## config.mk

```make
export PLATFORM = sky130hd
export DESIGN_NAME = comma_deser
export DESIGN_NICKNAME = d
export VERILOG_FILES = /design/src/rtl/cad_pkg.sv /design/src/rtl/cad_shift.sv /design/src/rtl/cad_comma_det.sv /design/src/rtl/cad_framer.sv /design/src/rtl/cad_outreg.sv /design/src/rtl/comma_deser.sv
export SDC_FILE = /design/constraint.sdc
export NUM_CORES = 1
export LEC_CHECK = 0
export BUFFER_PORTS_ARGS = -buffer_cell sky130_fd_sc_hd__buf_2
export CORE_ASPECT_RATIO = 1.4
export CORE_MARGIN = 1
export CORE_UTILIZATION = 61
export DETAILED_ROUTE_END_ITERATION = 8
export GPL_ROUTABILITY_DRIVEN = 0
export PLACE_DENSITY_LB_ADDON = 0.05
export SLEW_MARGIN = 10
export SYNTH_ARGS = -nofsm -noshare
export SYNTH_HDL_FRONTEND = slang
export SYNTH_SLANG_ARGS = --single-unit
```

## constraint.sdc

```tcl
create_clock -name clk -period 4.6 [get_ports clk]
set_clock_uncertainty 0.2 [all_clocks]
set_input_delay 1.38 -clock clk [delete_from_list [all_inputs] [get_ports clk]]
set_output_delay 1.38 -clock clk [all_outputs]
set_load 0.03 [all_outputs]
```

## src/rtl/cad_pkg.sv

```systemverilog
package cad_pkg;
  // Default character geometry for an 8B/10B stream.
  localparam int CAD_CHAR_W  = 10;
  localparam int CAD_COMMA_W = 7;
  localparam int CAD_LANES   = 2;
  // Comma prefix, bit i = i-th received bit: 0,0,1,1,1,1,1.
  localparam logic [CAD_COMMA_W-1:0] CAD_COMMA_PAT = 7'b1111100;

  typedef enum logic {
    WIDTH_SINGLE = 1'b0,
    WIDTH_FULL   = 1'b1
  } width_e;

  // Bits per delivered word for a given width mode.
  function automatic int word_bits(input width_e mode, input int char_w, input int lanes);
    return (mode == WIDTH_FULL) ? char_w * lanes : char_w;
  endfunction
endpackage

```

## src/rtl/cad_shift.sv

```systemverilog
module cad_shift #(
  parameter int CHAR_W = cad_pkg::CAD_CHAR_W
) (
  input  logic              clk,
  input  logic              rst,
  input  logic              bit_in,
  input  logic              bit_vld,
  output logic [CHAR_W-1:0] nxt_win
);
  // Holds the CHAR_W-1 most recent accepted bits; the newest sits on top.
  logic [CHAR_W-2:0] hist_q;

  // Window including the bit on the input: [0] oldest, [CHAR_W-1] newest.
  assign nxt_win = {bit_in, hist_q};

  always_ff @(posedge clk) begin
    if (rst) begin
      hist_q <= '0;
    end else if (bit_vld) begin
      hist_q <= nxt_win[CHAR_W-1:1];
    end
  end
endmodule

```

## src/rtl/cad_comma_det.sv

```systemverilog
module cad_comma_det #(
  parameter int                  CHAR_W    = cad_pkg::CAD_CHAR_W,
  parameter int                  COMMA_W   = cad_pkg::CAD_COMMA_W,
  parameter logic [COMMA_W-1:0]  COMMA_PAT = cad_pkg::CAD_COMMA_PAT
) (
  input  logic [CHAR_W-1:0] nxt_win,
  input  logic              bit_vld,
  input  logic              frame_en,
  output logic              hit
);
  localparam int BASE = CHAR_W - COMMA_W;

  logic [COMMA_W-1:0] match;

  // The newest COMMA_W bits of the window are compared one by one; bit
  // BASE is the earliest of them and faces pattern bit 0.
  for (genvar i = 0; i < COMMA_W; i++) begin : g_cmp
    assign match[i] = (nxt_win[BASE+i] == COMMA_PAT[i]);
  end

  assign hit = bit_vld & frame_en & (&match);
endmodule

```

## src/rtl/cad_framer.sv

```systemverilog
module cad_framer #(
  parameter int CHAR_W  = cad_pkg::CAD_CHAR_W,
  parameter int COMMA_W = cad_pkg::CAD_COMMA_W,
  parameter int LANES   = cad_pkg::CAD_LANES,
  localparam int CW       = $clog2(CHAR_W),
  localparam int LW       = (LANES > 1) ? $clog2(LANES) : 1,
  localparam int WORD_MAX = LANES * CHAR_W,
  localparam int GW       = $clog2(WORD_MAX + 1)
) (
  input  logic          clk,
  input  logic          rst,
  input  logic          bit_vld,
  input  logic          hit,
  input  logic          wide_sel,
  output logic          char_done,
  output logic [LW-1:0] lane,
  output logic          emit,
  output logic          word_comma
);
  import cad_pkg::*;

  width_e        mode;
  logic [CW-1:0] cnt_q;
  logic [LW-1:0] lane_q;
  logic [GW-1:0] gap_q;
  logic          comma_q;
  logic [LW-1:0] lane_top;
  logic [GW-1:0] need_bits;
  logic [GW:0]   gap_inc;
  logic          last_bit;
  logic          word_done;
  logic          gap_ok;

  assign mode      = wide_sel ? WIDTH_FULL : WIDTH_SINGLE;
  assign lane_top  = (mode == WIDTH_FULL) ? LW'(LANES - 1) : '0;
  assign need_bits = GW'(word_bits(mode, CHAR_W, LANES));

  // A character closes when its last bit arrives and no comma restarts it.
  assign last_bit  = (cnt_q == CW'(CHAR_W - 1));
  assign char_done = bit_vld & ~hit & last_bit;
  assign word_done = char_done & (lane_q == lane_top);

  // Bits since the last strobe, counting the one arriving now.
  assign gap_inc   = {1'b0, gap_q} + 1'b1;
  assign gap_ok    = (gap_inc >= {1'b0, need_bits});
  assign emit      = word_done & gap_ok;

  assign lane       = lane_q;
  assign word_comma = comma_q;

  always_ff @(posedge clk) begin
    if (rst) begin
      cnt_q   <= '0;
      lane_q  <= '0;
      gap_q   <= '0;
      comma_q <= 1'b0;
    end else if (bit_vld) begin
      if (emit) begin
        gap_q <= '0;
      end else if (gap_q != GW'(WORD_MAX)) begin
        gap_q <= gap_q + 1'b1;
      end

      if (hit) begin
        // Comma prefix complete: the comma now owns a fresh character
        // at the head of a word.
        cnt_q   <= CW'(COMMA_W);
        lane_q  <= '0;
        comma_q <= 1'b1;
      end else if (last_bit) begin
        cnt_q <= '0;
        if (word_done) begin
          lane_q  <= '0;
          comma_q <= 1'b0;
        end else begin
          lane_q <= lane_q + 1'b1;
        end
      end else begin
        cnt_q <= cnt_q + 1'b1;
      end
    end
  end
endmodule

```

## src/rtl/cad_outreg.sv

```systemverilog
module cad_outreg #(
  parameter int                 CHAR_W    = cad_pkg::CAD_CHAR_W,
  parameter int                 COMMA_W   = cad_pkg::CAD_COMMA_W,
  parameter int                 LANES     = cad_pkg::CAD_LANES,
  parameter logic [COMMA_W-1:0] COMMA_PAT = cad_pkg::CAD_COMMA_PAT,
  localparam int LW     = (LANES > 1) ? $clog2(LANES) : 1,
  localparam int WORD_W = LANES * CHAR_W,
  localparam int TOP    = (LANES - 1) * CHAR_W
) (
  input  logic              clk,
  input  logic              rst,
  input  logic [CHAR_W-1:0] nxt_win,
  input  logic              char_done,
  input  logic [LW-1:0]     lane,
  input  logic              emit,
  input  logic              word_comma,
  input  logic              wide_sel,
  input  logic              frame_en,
  output logic [WORD_W-1:0] word_out,
  output logic              word_vld,
  output logic              sync_out
);
  logic [WORD_W-1:0] assembled;

  // Earlier lanes are buffered as their characters close; the last lane
  // comes straight from the window when the word completes.
  for (genvar l = 0; l < LANES - 1; l++) begin : g_lane
    logic [CHAR_W-1:0] buf_q;
    always_ff @(posedge clk) begin
      if (rst) begin
        buf_q <= '0;
      end else if (char_done && lane == LW'(l)) begin
        buf_q <= nxt_win;
      end
    end
    // In the single-character mode the unused lanes read all ones.
    assign assembled[l*CHAR_W +: CHAR_W] = wide_sel ? buf_q : '1;
  end
  assign assembled[TOP +: CHAR_W] = nxt_win;

  always_ff @(posedge clk) begin
    if (rst) begin
      word_out <= '0;
      word_vld <= 1'b0;
      sync_out <= 1'b0;
    end else begin
      word_vld <= emit;
      sync_out <= emit & word_comma & frame_en;
      if (emit) begin
        word_out <= assembled;
      end
    end
  end

  AST_SYNC_WITH_WORD: assert property (@(posedge clk) disable iff (rst)
    sync_out |-> word_vld);

  AST_NARROW_PAD_ONES: assert property (@(posedge clk) disable iff (rst)
    (word_vld && !$past(wide_sel)) |-> (&word_out[TOP-1:0]));

  AST_SYNC_CARRIES_COMMA: assert property (@(posedge clk) disable iff (rst)
    sync_out |-> ($past(wide_sel) ? (word_out[COMMA_W-1:0] == COMMA_PAT)
                                  : (word_out[TOP +: COMMA_W] == COMMA_PAT)));
endmodule

```

## src/rtl/comma_deser.sv

```systemverilog
module comma_deser #(
  parameter int                 CHAR_W    = cad_pkg::CAD_CHAR_W,
  parameter int                 COMMA_W   = cad_pkg::CAD_COMMA_W,
  parameter int                 LANES     = cad_pkg::CAD_LANES,
  parameter logic [COMMA_W-1:0] COMMA_PAT = cad_pkg::CAD_COMMA_PAT,
  localparam int LW       = (LANES > 1) ? $clog2(LANES) : 1,
  localparam int WORD_W   = LANES * CHAR_W,
  localparam int GW       = $clog2(WORD_W + 1)
) (
  input  logic              clk,
  input  logic              rst,
  input  logic              bit_in,
  input  logic              bit_vld,
  input  logic              wide_sel,
  input  logic              frame_en,
  output logic [WORD_W-1:0] word_out,
  output logic              word_vld,
  output logic              sync_out
);
  logic [CHAR_W-1:0] nxt_win;
  logic              hit;
  logic              char_done;
  logic [LW-1:0]     lane;
  logic              emit;
  logic              word_comma;

  cad_shift #(.CHAR_W(CHAR_W)) u_shift (
    .clk     (clk),
    .rst     (rst),
    .bit_in  (bit_in),
    .bit_vld (bit_vld),
    .nxt_win (nxt_win)
  );

  cad_comma_det #(.CHAR_W(CHAR_W), .COMMA_W(COMMA_W), .COMMA_PAT(COMMA_PAT)) u_det (
    .nxt_win  (nxt_win),
    .bit_vld  (bit_vld),
    .frame_en (frame_en),
    .hit      (hit)
  );

  cad_framer #(.CHAR_W(CHAR_W), .COMMA_W(COMMA_W), .LANES(LANES)) u_framer (
    .clk        (clk),
    .rst        (rst),
    .bit_vld    (bit_vld),
    .hit        (hit),
    .wide_sel   (wide_sel),
    .char_done  (char_done),
    .lane       (lane),
    .emit       (emit),
    .word_comma (word_comma)
  );

  cad_outreg #(.CHAR_W(CHAR_W), .COMMA_W(COMMA_W), .LANES(LANES), .COMMA_PAT(COMMA_PAT)) u_out (
    .clk        (clk),
    .rst        (rst),
    .nxt_win    (nxt_win),
    .char_done  (char_done),
    .lane       (lane),
    .emit       (emit),
    .word_comma (word_comma),
    .wide_sel   (wide_sel),
    .frame_en   (frame_en),
    .word_out   (word_out),
    .word_vld   (word_vld),
    .sync_out   (sync_out)
  );

  // Accepted bits since the previous strobe, seen at the port level.
  logic [GW-1:0] spacing_q;
  always_ff @(posedge clk) begin
    if (rst) begin
      spacing_q <= '0;
    end else if (word_vld) begin
      spacing_q <= GW'(bit_vld);
    end else if (bit_vld && spacing_q != GW'(WORD_W)) begin
      spacing_q <= spacing_q + 1'b1;
    end
  end

  AST_MIN_WORD_SPACING: assert property (@(posedge clk) disable iff (rst)
    word_vld |-> (spacing_q >= (wide_sel ? GW'(WORD_W) : GW'(CHAR_W))));

  AST_NO_SYNC_UNFRAMED: assert property (@(posedge clk) disable iff (rst)
    !$past(frame_en) |-> !sync_out);

  AST_WORD_NEEDS_BIT: assert property (@(posedge clk) disable iff (rst)
    word_vld |-> $past(bit_vld));
endmodule

```

Word level (Yosys, flattened, before mapping) --
Index checks and enable logic that the tools add are counted. W data, S select, Z words.
Word-level totals: flip-flop bits (word level) 52, word-level logic and storage cells 51, latch bits 0, bits in writable memories 0, bits in read-only memories 0, input bits 6, memories kept 0
Operators by class: order comparisons 1, $add $sub $neg 4, $mul 0, shift operators 0, muxes and demuxes 14, bitwise operators 12, reduce and logical (&&, ||, !) cells 8, div/mod/pow operators 0, equality and inequality tests 3
Operator list (count):
- $mux W5 | 3
- $mux W10 | 1
- $and A1 B1 Y1 | 8
- $mux W1 | 8
- $mux W4 | 2
- $reduce_and A7 Y1 | 1
- $add A5 B1 Y6 const B | 1
- $ge A6 B5 Y1 | 1
- $reduce_bool A2 Y1 | 3
- $add A5 B1 Y5 const B | 1
- $ne A5 B5 Y1 const B | 1
- $add A4 B1 Y4 const B | 1
- $eq A4 B4 Y1 const B | 1
- $not A1 Y1 | 4
- $reduce_and A2 Y1 | 2
- $reduce_and A3 Y1 | 1
- $add A1 B1 Y1 const B | 1
- $eq A1 B1 Y1 | 1
- $logic_and A1 B1 Y1 | 1

Longest topological paths before layout --
Gate-level depths: netlist of run 1.
depth after elaboration 10, gate-level depth with buffers 11, mapped depth without buffers 9

Modules after synthesis --
A second synthesis of run 1 with hierarchy kept.
Second synthesis, totals: cells, all modules 236, area, all modules 2446.1 µm²
By module, submodules not included:
- cad_outreg | area an instance 1333.8 µm², times used 1, cells an instance 116
- cad_framer | area an instance 757.0 µm², times used 1, cells an instance 87
- cad_shift | area an instance 326.6 µm², times used 1, cells an instance 30
- cad_comma_det | area an instance 28.8 µm², times used 1, cells an instance 3

Worst setup path after synthesis of run 1 --
Ideal clock, no wire load.
path kind input to register, start point input wide_sel, end point register u_out.word_out[11], cell stages on the path 10, path buffers 3, data arrival time 2.897 ns, path slack 1.376 ns, data required time 4.272 ns, library setup time 0.128 ns, path through inv_1 > clkbuf_1 > ha_1 > o21ai_0 > a311oi_1 > o211a_1 > buf_6 > buf_4 > mux2i_1 > nor2_1
Between the ends: longest elaborated chain between the ends 5
Ends and longest elaborated chain:
- start, declared | RTL line comma_deser.sv:14 | input logic wide_sel,
- $mux W1 (*) | RTL line cad_framer.sv:34 | assign mode = wide_sel ? WIDTH_FULL : WIDTH_SINGLE;
- parallel branches: the longest is 3 deep, another holds $ge A6 B5 Y1
- $and A1 B1 Y1 (*) | RTL line cad_framer.sv:46 | assign emit = word_done & gap_ok;
- end signal, assigned | RTL line cad_outreg.sv:50 | word_out <= assembled;
- end, declared | RTL line cad_outreg.sv:19 | output logic [WORD_W-1:0] word_out,
Mark *: on every way between the ends. A chain may end at the register's enable or synchronous reset.

Worst setup path after layout of run 1 --
start point input bit_vld, end point register u_out.word_out[15]
Between the ends: longest elaborated chain between the ends 7
Ends and longest elaborated chain:
- start, declared | RTL line comma_deser.sv:13 | input logic bit_vld,
- $and A1 B1 Y1 (2 in a row) | RTL line cad_comma_det.sv:21 | assign hit = bit_vld & frame_en & (&match);
- $not A1 Y1 | RTL line cad_framer.sv:40 | assign char_done = bit_vld & ~hit & last_bit;
- $and A1 B1 Y1 (*) (2 in a row) | RTL line cad_framer.sv:40
- $and A1 B1 Y1 (*) | RTL line cad_framer.sv:41 | assign word_done = char_done & (lane_q == lane_top);
- $and A1 B1 Y1 (*) | RTL line cad_framer.sv:46
Mark *: on every way between the ends. The rest lies on a longest branch, timed or not.

==> results.yml, run 1 <==
floorplan:
  start_util: 0.649
  die_w_um: 52.9
  rows: 25
  die_area_um2: 3880
  io_pins: 28
  dieHeight_um: 73.3
  core_area_um2: 3410
sta:
  hold_violations: 0
  period_needed_ns: 3.20
  fin_ws_ns: 1.40
  rsz0062_at_grt: "no"
  finalMaxSlewViolations: 0
  setup_viol: 0
  fin_crit_sh: 0.695
  max_freq_ghz: 0.313
  relSlewSlack: 0.407
  max_slew.worst_pin.slew_ns: 0.890
  finalSetupTns_ns: 0
place:
  pre_cts_ws_ns: 1.04
  dp_hpwl_um: 2770
  dp.cells: 291
  portBuffers: 27
clock_tree:
  worst_skew_pair.late_latency_ns: 0.30
  numCtsBuffers: 5
  cts_sinks: 52
  cts_hold_buf: 0
  ctsResizeCount: 0
  h-tree-depth: 2
  cts-root-buf: "clkbuf_8"
  clk_path_buf_depth: 2
  clk_pin_slew_ns: 0.09
  cts_tree: "built"
  postCtsSetupBuffers: 0
drt:
  vias_per_cell: 5.40
  drtPass1Iterations: 4
  ant_nets: 0
  wl_per_cell_um: 13.7
  drc: 0
  routed_wl_um: 4080
  vias: 1616
  dr.first_iter.drc_count: 52
layout:
  area_delta_synth_final_pct: 10.2
  fill_cells: 290
  register_area_um2: 1040
  multiInputGateArea_um2: 1060
  drive_above_1_share: 0.147
  stdcell_count: 299
  layout.nets: 270
  n_antenna_cell: 0
grt:
  grt_pass1_wl_um: 6820
  gr-total-overflow: 0
  grt_usage: 0.243
  globalRouteMet3Util: 0.0621
  grt_use_met1: 0.304
  use_met2: 0.388
  antenna_found_initial: 0
  grt_most_used_layer: "met2"
  grt_pass1_vias: 1456
  grt_max_degree: 52
run:
  max_cap_violations: 0
yosys:
  synthFlopType: "dfxtp_1"
  synth_area_um2: 2210
  syn_inst: 238
  ys_seq_area_frac: 0.470
  synth.most_common_cell: "dfxtp_1"
  synth_area_leader_cell: "dfxtp_1"
  synth.avg_cell_area_um2: 9.30
  synth_area_leaders: "dfxtp_1 47%, mux2i_1 14%, nor2_1 5.6%"
  syn_nets: 250
  async_flop_share: 0
  ys_types: 31
  yosysWarningCount: 0
  yosys-top-cells-count: "52 x dfxtp_1, 33 x nor2_1, 30 x mux2i_1, 19 x a21oi_1, 18 x nand2b_1"
  netlist.area_leader.share: 0.470
  ys_seq_elements: 52
  synth_edf_count: 0
worst_setup_path:
  critical_path_class: "in2reg"
  cp.required_ns: 4.56
  worstPathArrival_ns: 3.16
  cp-start-kind: "input pin"
  end_kind: "flop"
  critPathMaxFanout: 23
pwr:
  leakagePower_nw: 1.07
  finalPower_mw: 0.798
  powerDensity_nw_per_um2: 327
  ir_drop_v: 0.000369
hold_path:
  hp-class: "reg2reg"
status:
  status: "complete, no violations"
[stage by stage]
stage                     cell area [um2]  utilization  hold WS, ns
after floorplan                      2210            -        0.246
after global placement               2330        0.684        0.254
after detailed placement             2330        0.684        0.257
after CTS                            2440        0.716        0.270
after global routing                 2440        0.716        0.294
final                                2440        0.716        0.267
[metal layers]
layer  vias to the layer above  wire (um)  share of wire
met5                         -          0              0
met4                         0         95          0.023
met3                         8        113          0.028
met2                        24       1970           0.48
met1                       738       1910           0.47
li1                        846          -              -
[cell usage in the layout, fill, tap and decap left out, drive strengths merged]
cell type,netlist,routed
a211oi,1,1
dfxtp,52,52
a21oi,19,19
bufinv,0,1
nor3,2,2
xor2,3,3
o21ai,14,14
ha,6,6
nand4,1,1
nand3b,3,3
nand2,9,9
clkinv,0,1
mux2i,30,30
a22oi,1,1
nand2b,18,18
or4bb,1,1
buf,8,30
xnor2,3,3
and3,1,1
o211ai,2,2
o211a,1,1
nor2,33,33
or4,1,1
nor4,3,3
inv,6,6
a311oi,1,1
clkbuf,9,6
nor2b,2,2
nand3,5,5
a21o,3,3
[power by group]
part,internal (mW),switching (mW)
clock network,0.161,0.141
registers,0.454,0.00601
logic,0.0137,0.0220
[final timing paths]
kind,from,end,slack (ns),depth (start not counted)
worst min-delay path,u_out.word_out[6],u_out.word_out[6],0.27,2
worst max register to register,u_framer.gap_q[0],u_out.sync_out,1.94,10
worst min register to register,u_out.word_out[6],u_out.word_out[6],0.27,2
worst max-delay path,bit_vld,u_out.word_out[15],1.40,8
[area by class of cell]
type	instances	area share
multi-input cells	163	0.435
flip-flops and latches	52	0.427
repair buffers	30	0.0646
clock buffers	6	0.0297
well taps	40	0.0205
clock inverters	2	0.0144
inverters	6	0.00923
[logic make-up (layout without fill, tap and decap cells)]
family	after synthesis	after routing	share of synthesized area
flip-flops	52	52	0.470
AND/OR/NAND/NOR	79	79	0.179
AO/OA/AOI/OAI	42	42	0.107
XOR/XNOR	6	6	0.0237
multiplexers	30	30	0.136
adder cells (fa/ha/maj)	6	6	0.0339
buffers and inverters	23	44	0.0503
[registers in the layout, indices dropped and copies added (netlist names)]
name	cells
u_framer.cnt_q	4
u_framer.gap_q	5
u_framer.lane	1
u_framer.word_comma	1
u_out.g_lane.buf_q	10
u_out.sync_out	1
u_out.word_out	20
u_out.word_vld	1
u_shift.hist_q	9
[critical path: stages]
cell	delay, ns
buf_2	0.10
buf_4	0.27
nand2_1	0.18
nor4_1	0.47
o211a_1	0.26
buf_4	0.23
mux2i_1	0.22
nor2_1	0.05
(Power assumes the default switching activity.)
==> run 2, diff against run 1 <==
ABC_AREA = 1   (was unset)
CORE_UTILIZATION = 56   (was 61)
clock period = 3.1 ns   (was 4.6 ns; I/O delays follow)
==> run 2 against run 1 <==
Net effect: via count grew 16%; sequential share of layout area is 0.39 points lower; worst hold slack got worse by 0.023 ns; die area up 9.7%; register-to-register slack got worse by 1.4 ns; synthesized cell count increased by 23%; critical path depth increased by 6; sequential power grew 52%; wire length is 7.1% higher.
==> results.yml, run 2 <==
status:
  status: "complete, no violations"
sta:
  hold_violations: 0
  rsz0062_at_grt: "no"
  finalMaxSlewViolations: 0
  finalSetupTns_ns: 0
  relSlewSlack: 0.449
  setup_viol: 0
  fin_ws_ns: 0.534
  max_slew.worst_pin.slew_ns: 0.826
  max_freq_ghz: 0.390
  fin_crit_sh: 0.828
  period_needed_ns: 2.57
floorplan:
  die_w_um: 55.4
  core_area_um2: 3740
  dieHeight_um: 76.8
  start_util: 0.598
  rows: 26
  io_pins: 28
  die_area_um2: 4250
clock_tree:
  numCtsBuffers: 5
  h-tree-depth: 2
  postCtsSetupBuffers: 0
  worst_skew_pair.late_latency_ns: 0.31
  cts-root-buf: "clkbuf_8"
  clk_pin_slew_ns: 0.09
  cts_hold_buf: 0
  cts_sinks: 52
  clk_path_buf_depth: 2
  cts_tree: "built"
  ctsResizeCount: 0
place:
  dp.cells: 351
  portBuffers: 27
  dp_hpwl_um: 2940
  pre_cts_ws_ns: 0.230
yosys:
  synth_area_um2: 2240
  yosysWarningCount: 0
  yosys-top-cells-count: "52 x dfxtp_1, 39 x nor2_1, 37 x nand2_1, 37 x o21ai_0, 35 x inv_1"
  syn_nets: 305
  ys_seq_elements: 52
  synth_area_leaders: "dfxtp_1 47%, o21ai_0 8.3%, a21oi_1 7.2%"
  synthFlopType: "dfxtp_1"
  synth.avg_cell_area_um2: 7.63
  syn_inst: 293
  async_flop_share: 0
  ys_types: 29
  synth.most_common_cell: "dfxtp_1"
  netlist.area_leader.share: 0.466
  ys_seq_area_frac: 0.466
  synth_edf_count: 0
  synth_area_leader_cell: "dfxtp_1"
pwr:
  p_sw_frac: 0.258
  ir_drop_v: 0.000394
  p_int_mw: 0.878
  power_frac_comb: 0.080
  finalPower_mw: 1.18
  clkPwrFrac: 0.329
  switchingPower_mw: 0.306
  leakagePower_nw: 1.14
  p_seq_frac: 0.590
  powerDensity_nw_per_um2: 481
drt:
  drtPass1Iterations: 4
  drc: 0
  ant_nets: 0
  routed_wl_um: 4370
  dr.first_iter.drc_count: 93
  vias: 1876
  vias_per_cell: 5.23
  wl_per_cell_um: 12.2
layout:
  reg_top3: "u_out.word_out: 20 flops, u_out.g_lane.buf_q: 10 flops, u_shift.hist_q: 9 flops"
  mostFrequentLayoutCells: "52 x dfxtp_1, 39 x nor2_1, 37 x nand2_1, 37 x o21ai_0, 35 x inv_1"
  stdcell_count: 359
  finish.utilization: 0.658
  largest_register_ffs: 20
  area_delta_synth_final_pct: 10.1
  multiInputGateArea_um2: 972
  register_area_um2: 1040
  drive_above_1_share: 0.151
  layout.nets: 328
  n_antenna_cell: 0
  fill_cells: 342
  final_common_cell: "dfxtp_1"
  top_register: "u_out.word_out"
grt:
  antenna_found_initial: 0
  grt_pass1_vias: 1691
  gr-total-overflow: 0
  grt_max_degree: 34
  grt_pass1_wl_um: 7420
  grt_usage: 0.221
worst_setup_path:
  crit_path_max_incr_delay_ns: 0.43
  worstPathArrival_ns: 2.62
  cp.required_ns: 3.15
  path_buf_inv: 2
  critPathMostFrequentCell: "nand2_1"
  critPathSlowestCell: "dfxtp_1"
  cp-start-kind: "flop"
  critical_path_class: "reg2reg"
  critPathMaxFanout: 24
  end_kind: "flop"
  crit_family: "simple AND/OR/NAND/NOR gates"
  crit_path_cell_trace: "ha_1 -> xor2_1 -> ha_1 -> nand2_1 -> inv_1 -> nand2_1 -> nand2_1 -> a21oi_2 -> inv_1 -> nand2_4 -> nand2_2 -> nand3_1 -> nand2_1 -> nor2_1"
hold_path:
  hp-class: "reg2reg"
run:
  max_cap_violations: 0
-- run 2: changes by cell type after synthesis, sizes merged, moves of 3 or more --
cell    change
a21o        -3
nand2      +31
mux2i      -30
o21bai      +3
nand3b      -3
nor2        +8
inv        +31
o21ai      +25
a21oi      +14
nand2b     -18
nand3       +7
xnor2       -3
nor4        -3
-- run 2: worst paths after layout --
check / startpoint / endpoint / slack (ns) / cells after the start
setup / recovery: u_framer.gap_q[0] / u_framer.gap_q[1] / 0.53 / 14
hold / removal: u_out.g_lane[0].buf_q[0] / u_out.g_lane[0].buf_q[0] / 0.24 / 2
setup reg to reg: u_framer.gap_q[0] / u_framer.gap_q[1] / 0.53 / 14
hold reg to reg: u_out.g_lane[0].buf_q[0] / u_out.g_lane[0].buf_q[0] / 0.24 / 2
-- run 2: cell families after synthesis --
kind of cell               Yosys count  synth area share
DFF                                 52             0.466
adders and majority gates            6            0.0336
and+or+nand+nor                     99             0.199
xor gates and xnor gates             4            0.0157
buffers and inverters               53            0.0996
AOI/OAI and AO/OA                   79             0.187
-- run 2: per-stage QoR --
stage                     cell area (um2)  hold slack (ns)
after floorplan                      2240            0.220
after global placement               2370            0.230
after detailed placement             2370            0.233
after CTS                            2460            0.248
after global routing                 2460            0.265
final                                2460            0.244
-- run 2: layout make-up --
type / count / share of cell area
clock buffer: 6 / 0.0295
clock inverter: 2 / 0.00661
inverter: 38 / 0.0579
multi-input combinational: 188 / 0.395
sequential: 52 / 0.423
tap: 42 / 0.0213
timing repair buffer: 31 / 0.0671
-- run 2: worst reg2reg max path: stages, from the launching register on --
cell	delay [ns]
dfxtp_1	0.43
ha_1	0.22
xor2_1	0.24
ha_1	0.27
nand2_1	0.06
inv_1	0.04
nand2_1	0.05
nand2_1	0.05
a21oi_2	0.20
inv_1	0.10
nand2_4	0.24
nand2_2	0.15
nand3_1	0.10
nand2_1	0.05
nor2_1	0.12
-- run 2: power groups by stage --
stage | registers [mW] | clock network [mW] | logic, mW
2_1_floorplan | 0.709 | 0 | 0.0725
3_3_place_gp | 0.714 | 0 | 0.0916
3_5_place_dp | 0.714 | 0 | 0.0943
4_1_cts | 0.698 | 0.399 | 0.0960
5_1_grt | 0.701 | 0.424 | 0.109
6_report | 0.698 | 0.390 | 0.0952
-- run 2: routing by layer --
| metal | GRT usage | part of all wire | up-vias |
|---|---|---|---|
| met5 | 0 | 0 | - |
| met4 | 0.123 | 0.024 | 0 |
| met3 | 0.0540 | 0.034 | 9 |
| met2 | 0.353 | 0.47 | 34 |
| met1 | 0.270 | 0.47 | 850 |
| li1 | - | - | 983 |
==> run 3, diff against run 2 <==
ABC_AREA = 0   (was 1)
clock period = 2.6 ns   (was 3.1 ns; I/O delays follow)
==> run 3 against run 2 <==
Net effect: fmax grew 3.6%; final cell count is 13% lower; critical path depth is 4 lower; global-route usage increased by 0.53 points; sequential share of layout area shrank 2.3 points.
==> results.yml, run 3 (same netlist as run 1, synthesis figures left out) <==
sta:
  finalMaxSlewViolations: 0
  setup_viol: 0
  hold_violations: 0
  max_freq_ghz: 0.404
  max_slew.worst_pin.slew_ns: 0.583
  fin_crit_sh: 0.953
  relSlewSlack: 0.608
  fin_ws_ns: 0.122
  holdWs_ns: 0.270
  rsz0062_at_grt: "no"
  finalSetupTns_ns: 0
  period_needed_ns: 2.48
place:
  dp.cells: 302
  pre_cts_ws_ns: -0.0560
  dp_hpwl_um: 2830
  portBuffers: 27
worst_setup_path:
  path_buf_inv: 1
  critical_path_class: "reg2reg"
  r2r_setup_slack_ns: 0.12
  crit_path_cell_trace: "ha_2 -> nand3_1 -> xnor2_2 -> ha_1 -> a21oi_1 -> o21ai_0 -> o211a_4 -> clkbuf_16 -> a21o_1 -> a21oi_1"
  critPathSlowestCell: "dfxtp_2"
  critPathMaxFanout: 16
  end_kind: "flop"
  critPathMostFrequentCell: "a21oi_1"
  cp-start-kind: "flop"
  worstPathArrival_ns: 2.52
  cp.required_ns: 2.64
  crit_path_max_incr_delay_ns: 0.35
  crit_family: "compound AO/OA/AOI/OAI gates"
floorplan:
  rows: 26
  start_util: 0.597
  io_pins: 28
  dieHeight_um: 76.4
  die_area_um2: 4210
  die_w_um: 55.1
  core_area_um2: 3710
pwr:
  p_seq_frac: 0.555
  power_frac_comb: 0.053
  ir_drop_v: 0.000468
  leakagePower_nw: 1.13
  clkPwrFrac: 0.392
  p_sw_frac: 0.230
  switchingPower_mw: 0.336
  powerDensity_nw_per_um2: 562
  p_int_mw: 1.13
drt:
  drtPass1Iterations: 4
  vias_per_cell: 5.45
  routed_wl_um: 4290
  dr.first_iter.drc_count: 36
  vias: 1695
  wl_per_cell_um: 13.8
  ant_nets: 0
  drc: 0
clock_tree:
  cts-root-buf: "clkbuf_8"
  clk_path_buf_depth: 2
  worst_skew_pair.late_latency_ns: 0.31
  h-tree-depth: 2
  clk_pin_slew_ns: 0.10
  numCtsBuffers: 5
  cts_tree: "built"
  cts_hold_buf: 0
  cts_sinks: 52
layout:
  stdcell_count: 311
  mostFrequentLayoutCells: "51 x dfxtp_1, 33 x nor2_1, 30 x mux2i_1"
  n_antenna_cell: 0
  register_area_um2: 1040
  area_delta_synth_final_pct: 17.7
  layout.nets: 280
  multiInputGateArea_um2: 1080
  largest_register_ffs: 20
  final_common_cell: "dfxtp_1"
  top_register: "u_out.word_out"
  drive_above_1_share: 0.201
  fill_cells: 314
  reg_top3: "u_out.word_out: 20 flops, u_out.g_lane.buf_q: 10 flops, u_shift.hist_q: 9 flops"
grt:
  grt_pass1_wl_um: 7020
  grt_most_used_layer: "met2"
  gr-total-overflow: 0
  use_met2: 0.353
  globalRouteMet3Util: 0.0579
  grt_use_met1: 0.293
  grt_pass1_vias: 1532
  grt_max_degree: 33
  grt_usage: 0.226
  antenna_found_initial: 0
run:
  max_cap_violations: 0
hold_path:
  hp-class: "reg2reg"
status:
  status: "complete, no violations"
run 3: power by group through the flow:
stage | clock network [mW] | logic, mW | registers, mW
5_1_grt | 0.615 | 0.0872 | 0.814
4_1_cts | 0.582 | 0.0769 | 0.812
2_1_floorplan | 0 | 0.0505 | 0.829
3_5_place_dp | 0 | 0.0766 | 0.830
6_report | 0.574 | 0.0783 | 0.812
3_3_place_gp | 0 | 0.0756 | 0.830
run 3: path summary, 6_finish.rpt:
check	start	to	cells after the start
max	u_framer.gap_q[0]	u_framer.gap_q[1]	10
min	u_out.word_out[9]	u_out.word_out[9]	2
max reg2reg	u_framer.gap_q[0]	u_framer.gap_q[1]	10
min reg2reg	u_out.word_out[9]	u_out.word_out[9]	2
run 3: metal layers:
layer	share of wire	wire length (um)	up-vias
met5	0	0	-
met4	0.016	70	0
met3	0.024	103	8
li1	-	-	873
met2	0.49	2110	20
met1	0.47	2010	794
run 3: final cells by class:
type | instances | share of cell area
multi-input combinational | 163 | 0.416
sequential | 52 | 0.400
timing repair buffer | 40 | 0.110
clock buffer | 5 | 0.0264
tap | 42 | 0.0202
clock inverter | 3 | 0.0178
inverter | 6 | 0.00865
run 3: worst reg2reg max path, cell delays in order, from the launching register on:
cell       delay (ns)
dfxtp_2          0.35
ha_2             0.21
nand3_1          0.13
xnor2_2          0.18
ha_1             0.30
a21oi_1          0.14
o21ai_0          0.14
o211a_4          0.31
clkbuf_16        0.18
a21o_1           0.15
a21oi_1          0.13
run 3: timing repair:
item                                    4_1_cts  5_1_grt
resized for setup                             0        5
setup buffers                                 0        0
endpoints found under the setup margin        0       26
run 3: per-stage QoR:
stage | util | instance area [um2] | power, mW
after floorplan | - | 2210 | 0.880
after global placement | 0.658 | 2440 | 0.906
after detailed placement | 0.658 | 2440 | 0.907
after CTS | 0.689 | 2550 | 1.47
after global routing | 0.702 | 2610 | 1.52
final | 0.702 | 2610 | 1.46
